$ cat src/rtl/rbc_pkg.sv
// Shared definitions for the split row buffer controller.
// Assumes exactly two buffers, each holding half of one row.
package rbc_pkg;
    localparam int NUM_BUF = 2;
    localparam int BUF_IDX_W = 1;

    typedef enum logic {
        HALF_FAST_RD = 1'b0,
        HALF_FAST_WR = 1'b1
    } half_e;
endpackage

$ cat src/rtl/rbc_way.sv
// One buffer's tag slot: valid, row, half and dirty bit.
// Compares its tag with the incoming key and reports a match.
// Assumes load and mark_dirty are never both asserted in one cycle.
module rbc_way #(
    parameter int ROW_W = 16
) (
    input  logic             clk,
    input  logic             rst_n,
    input  logic [ROW_W-1:0] key_row,
    input  logic             key_half,
    input  logic             load,
    input  logic [ROW_W-1:0] load_row,
    input  logic             load_half,
    input  logic             load_dirty,
    input  logic             mark_dirty,
    output logic             vld,
    output logic [ROW_W-1:0] row,
    output logic             half,
    output logic             dirty,
    output logic             match
);
    // Tag slot update: reset clears, load installs, a write hit marks dirty.
    always_ff @(posedge clk) begin
        if (!rst_n) begin
            vld   <= 1'b0;
            row   <= '0;
            half  <= 1'b0;
            dirty <= 1'b0;
        end else if (load) begin
            vld   <= 1'b1;
            row   <= load_row;
            half  <= load_half;
            dirty <= load_dirty;
        end else if (mark_dirty) begin
            dirty <= 1'b1;
        end
    end

    // Tag comparison against the request.
    always_comb match = vld && (row == key_row) && (half == key_half);
endmodule

$ cat src/rtl/rbc_victim.sv
// Chooses the buffer to refill on a miss.
// Split mode: first invalid buffer (0 before 1), else the LRU buffer.
// Coupled mode: the buffer carrying the requested half.
module rbc_victim (
    input  logic       split_mode,
    input  logic [1:0] vld,
    input  logic       lru,
    input  logic       req_half,
    output logic       victim
);
    // Victim priority selection.
    always_comb begin
        if (!split_mode)  victim = req_half;
        else if (!vld[0]) victim = 1'b0;
        else if (!vld[1]) victim = 1'b1;
        else              victim = lru;
    end
endmodule

$ cat src/rtl/rbc_split_ctrl.sv
// Row buffer controller for one bank, coupled or split operation.
// Tracks two tagged half-row buffers, decides hit/miss, picks victims,
// keeps dirty and LRU state, and issues writeback-then-fill commands.
// Assumes split_mode changes only while rst_n is low.
module rbc_split_ctrl
    import rbc_pkg::*;
#(
    parameter int ROW_W = 16
) (
    input  logic             clk,
    input  logic             rst_n,
    input  logic             split_mode,
    input  logic             req_valid,
    input  logic [ROW_W-1:0] req_row,
    input  logic             req_half,
    input  logic             req_write,
    output logic             busy,
    output logic             rsp_valid,
    output logic             rsp_hit,
    output logic             rsp_sel,
    output logic             wb_valid,
    output logic [1:0]       wb_mask,
    output logic [ROW_W-1:0] wb_row,
    output logic             wb_half,
    output logic             fill_valid,
    output logic [1:0]       fill_mask,
    output logic [ROW_W-1:0] fill_row,
    output logic             fill_half
);
    logic [NUM_BUF-1:0] w_vld, w_half, w_dirty, w_match;
    logic [NUM_BUF-1:0] w_load, w_ldirty, w_mark, w_lhalf, w_wb;
    logic [ROW_W-1:0]   w_row [NUM_BUF];
    logic               lru, victim, accept, any_hit, sel, miss, need_wb;

    always_comb accept  = req_valid && !busy;
    always_comb any_hit = |w_match;
    always_comb miss    = accept && !any_hit;
    always_comb sel     = any_hit ? w_match[1] : victim;
    always_comb need_wb = |w_wb;

    rbc_victim u_victim (
        .split_mode (split_mode),
        .vld        (w_vld),
        .lru        (lru),
        .req_half   (req_half),
        .victim     (victim)
    );

    for (genvar i = 0; i < NUM_BUF; i++) begin : g_way
        // Per-buffer load, dirty and writeback decisions.
        always_comb begin
            w_load[i]   = miss && (!split_mode || (victim == BUF_IDX_W'(i)));
            w_lhalf[i]  = split_mode ? req_half : 1'(i);
            w_ldirty[i] = req_write && (split_mode || (req_half == 1'(i)));
            w_mark[i]   = accept && w_match[i] && req_write;
            w_wb[i]     = w_load[i] && w_vld[i] && w_dirty[i];
        end

        rbc_way #(.ROW_W(ROW_W)) u_way (
            .clk        (clk),
            .rst_n      (rst_n),
            .key_row    (req_row),
            .key_half   (req_half),
            .load       (w_load[i]),
            .load_row   (req_row),
            .load_half  (w_lhalf[i]),
            .load_dirty (w_ldirty[i]),
            .mark_dirty (w_mark[i]),
            .vld        (w_vld[i]),
            .row        (w_row[i]),
            .half       (w_half[i]),
            .dirty      (w_dirty[i]),
            .match      (w_match[i])
        );
    end

    // LRU pointer: in split mode, names the buffer not just used.
    always_ff @(posedge clk) begin
        if (!rst_n)                   lru <= 1'b0;
        else if (accept && split_mode) lru <= ~sel;
    end

    // Response and writeback/busy registers.
    always_ff @(posedge clk) begin
        if (!rst_n) begin
            rsp_valid <= 1'b0;
            rsp_hit   <= 1'b0;
            rsp_sel   <= 1'b0;
            busy      <= 1'b0;
            wb_valid  <= 1'b0;
            wb_mask   <= '0;
            wb_row    <= '0;
            wb_half   <= 1'b0;
        end else begin
            rsp_valid <= accept;
            busy      <= miss && need_wb;
            wb_valid  <= miss && need_wb;
            if (accept) begin
                rsp_hit <= any_hit;
                rsp_sel <= sel;
            end
            if (miss) begin
                wb_mask <= w_wb;
                wb_row  <= split_mode ? w_row[victim] : w_row[0];
                wb_half <= split_mode ? w_half[victim] : 1'b0;
            end
        end
    end

    // Fill command: immediate on a clean miss, one cycle late after a writeback.
    always_ff @(posedge clk) begin
        if (!rst_n) begin
            fill_valid <= 1'b0;
            fill_mask  <= '0;
            fill_row   <= '0;
            fill_half  <= 1'b0;
        end else begin
            fill_valid <= (miss && !need_wb) || busy;
            if (miss) begin
                fill_mask <= w_load;
                fill_row  <= req_row;
                fill_half <= split_mode ? req_half : 1'b0;
            end
        end
    end
endmodule

$ cat config.mk
export PLATFORM = sky130hd
export DESIGN_NAME = rbc_split_ctrl
export DESIGN_NICKNAME = d
export VERILOG_FILES = /design/src/rtl/rbc_pkg.sv /design/src/rtl/rbc_way.sv /design/src/rtl/rbc_victim.sv /design/src/rtl/rbc_split_ctrl.sv
export SDC_FILE = /design/constraint.sdc
export NUM_CORES = 1
export LEC_CHECK = 0
export CAP_MARGIN = 20
export CORE_ASPECT_RATIO = 1.5
export CORE_MARGIN = 2
export CORE_UTILIZATION = 31
export CTS_BUF_LIST = sky130_fd_sc_hd__clkbuf_8
export DETAILED_ROUTE_END_ITERATION = 16
export GPL_ROUTABILITY_DRIVEN = 0
export PLACE_DENSITY = 0.54
export SETUP_SLACK_MARGIN = 0.2
export SYNTH_ARGS = -nofsm -noshare
export SYNTH_HDL_FRONTEND = slang
export SYNTH_SLANG_ARGS = --single-unit
$ cat constraint.sdc
create_clock -name clk -period 2.3 [get_ports clk]
set_clock_uncertainty 0.2 [all_clocks]
set_input_delay 0.23 -clock clk [delete_from_list [all_inputs] [get_ports clk]]
set_output_delay 0.23 -clock clk [all_outputs]
set_load 0.01 [all_outputs]
==> flow_metrics.py <==
metrics = {
    "die": {
        "coreArea_um2": 11500,
        "chipHeight_um": 137,
        "io_pins": 66,
        "die_area_um2": 12700,
        "num_rows": 48,
        "initial_core_util": 0.318,
        "die_w_um": 92.6,
    },
    "detailed_routing": {
        "viasPerCell": 4.77,
        "wl_met1_um": 4310,
        "drt_first_iter_violations": 127,
        "top_layer": "met4",
        "met2_length_um": 4950,
        "firstDrtPassIters": 6,
        "wl_um": 9870,
        "drc_errors": 0,
        "wl_per_cell_um": 15.7,
        "num_vias": 2995,
        "ant_nets": 0,
        "met3_wirelength_um": 354,
    },
    "placed_design": {
        "numPortBuffers": 65,
        "hpwl_um": 7180,
        "place_ws_ns": -0.347,
    },
    "power_and_ir_drop": {
        "swShare": 0.274,
        "power.leakage_nw": 2.13,
        "pwr-share-clk": 0.317,
        "irDropWorstVdd_mv": 0.253,
        "intPower_mw": 2.30,
        "p_comb_frac": 0.185,
        "power_density_nw_per_um2": 628,
        "switchingPower_mw": 0.867,
        "seqPwrFrac": 0.498,
        "total_power_mw": 3.17,
    },
    "critical_path": {
        "end_kind": "flop",
        "crit_required_ns": 2.39,
        "path_class": "reg -> reg",
        "crit_fanout": 4,
        "critical_path_arrival_ns": 2.17,
        "start_kind": "flop",
    },
    "grt": {
        "grt_max_degree": 75,
        "grt_overflow": 0,
        "antenna_found_initial": 0,
        "grt_util_all_layers": 0.158,
        "grt_pass1_vias": 2936,
        "grt_pass1_wl_um": 15400,
    },
    "cells_and_area": {
        "seqCellArea_um2": 1650,
        "nNetsFinal": 495,
        "multi_input_area_um2": 2000,
        "layout-area-overhead-vs-synth_pct": 38.4,
        "layout_common_cells": "dfxtp_1 (77), nand2_1 (76), mux2i_1 (67), clkdlybuf4s50_1 (52), buf_4 (34)",
        "diodes": 0,
        "layout_commonest_cell": "dfxtp_1",
        "nFillCells": 1129,
        "layout-drive-gt1-share": 0.188,
    },
    "logic_synthesis": {
        "yosysUniqueCellTypes": 38,
        "synth_cells": 384,
        "syn_nets": 406,
        "ys_seq_area_frac": 0.450,
        "yosys.area.top_type": "dfxtp_1",
        "synth_top_area_frac": 0.450,
        "syn_area_um2": 3650,
        "synth-edff-count": 0,
        "yosysWarnings": 0,
        "synth-main-ff-cell": "dfxtp_1",
        "ys_seq_elements": 82,
        "avgSynthCellArea_um2": 9.50,
        "synthTopCellsByArea": "dfxtp_1 (45%), mux2i_1 (18%), nand2_1 (7.9%)",
        "async_flop_share": 0,
    },
    "clock_tree": {
        "cts_buffer_depth": 2,
        "root_buffer": "clkbuf_8",
        "cts_inserted_buffers": 9,
        "clk_pin_slew_ns": 0.08,
        "cts_tree": "done",
        "cts.sinks": 82,
        "worstSkewPairLatency_ns": 0.36,
        "htreeDepth": 3,
        "hold_buffers": 0,
    },
    "sta": {
        "max_freq_mhz": 482,
        "relSlewSlack": 0.635,
        "layout_min_cycle_time_ns": 2.08,
        "fin_ws_ns": 0.223,
        "finalHoldViolCount": 0,
        "worst_slew_pin_slew_ns": 0.546,
        "rsz0062_at_grt": "yes",
        "setup_viol_count_final": 0,
        "fin_crit_sh": 0.903,
        "maxSlewViolCount": 0,
    },
    "hold_path": {
        "hold_path_class": "in -> reg",
    },
    "outcome": {
        "outcome": "complete, no violations",
    },
    "flow_run": {
        "maxCapViolations": 0,
    },
}
[cells by family after synthesis]
kind of cell,Yosys count,share of synthesized area
buffers and inverters,29,0.0384
AO/OA/AOI/OAI,62,0.116
AND/OR/NAND/NOR,110,0.130
flip-flops,82,0.450
XOR/XNOR,34,0.0816
multiplexers,67,0.184
[state kept, by name, indices dropped and copies added (netlist names)]
signal             cells
wb_row                16
fill_mask              2
fill_valid             1
wb_half                1
wb_valid               1
lru                    1
g_way.u_way.row       32
rsp_valid              1
wb_mask                2
fill_half              1
g_way.u_way.vld        2
fill_row              16
g_way.u_way.dirty      2
rsp_sel                1
rsp_hit                1
g_way.u_way.half       2
[power groups by stage]
| stage | registers, mW | clock network (mW) | logic [mW] |
|---|---|---|---|
| 4_1_cts | 1.58 | 1.04 | 0.569 |
| 3_5_place_dp | 1.61 | 0 | 0.566 |
| 2_1_floorplan | 1.62 | 0 | 0.276 |
| 6_report | 1.58 | 1.01 | 0.586 |
| 5_1_grt | 1.59 | 1.08 | 0.632 |
| 3_3_place_gp | 1.61 | 0 | 0.563 |
[synth_stat cells, drive strengths merged, types with 4 or more instances]
cell / number
a211oi: 17
a21oi: 26
buf: 9
clkbuf: 18
dfxtp: 82
mux2i: 67
nand2: 78
nand3: 4
nand4: 6
nor2: 9
o21ai: 6
xnor2: 26
xor2: 8
[layer usage]
layer  vias up  track usage
li1       1500            -
met1      1415        0.191
met2        64        0.277
met3        16       0.0281
met4         0       0.0630
met5         -            0
[critical path: stages, from the launching register on]
cell and delay (ns):
dfxtp_2 0.34, xor2_1 0.17, nor4_2 0.07, buf_4 0.13
and3_4 0.18, a22o_4 0.26, or4_1 0.53, a21oi_1 0.13
[metrics by stage]
stage                     hold WS, ns  utilization  TNS, ns  instances  cell area [µm²]
final                          0.0449        0.440        0        628             5050
after global routing           0.0638        0.440        0        628             5050
after CTS                      0.0315        0.427        0        626             4900
after detailed placement        0.252        0.409   -21.04        609             4690
after global placement          0.250        0.409   -16.00        609             4690
after floorplan                 0.187            -        0        384             3650
[final timing paths]
path                                              from           to  slack [ns]  depth (start not counted)
worst min register to register             fill_row[9]  fill_row[9]        0.26                          2
worst max register to register  g_way[0].u_way.row[10]   wb_mask[1]        0.22                          7
worst min-delay path                             rst_n   wb_row[15]        0.04                          3
worst max-delay path            g_way[0].u_way.row[10]   wb_mask[1]        0.22                          7
[timing repair]
item	in CTS	in global routing
pin swaps	3	5
setup endpoints to repair	77	65
resized for setup	14	28
buffers inserted	1	2
gates cloned	0	0
[layout make-up]
cell class	count	area share
Clock inverter	7	0.0121
Multi-Input combinational cell	273	0.396
Inverter	2	0.00149
Clock buffer	9	0.0245
Tap cell	150	0.0372
Sequential cell	82	0.326
Timing Repair Buffer	105	0.202
Power figures use the tool's default switching activity.
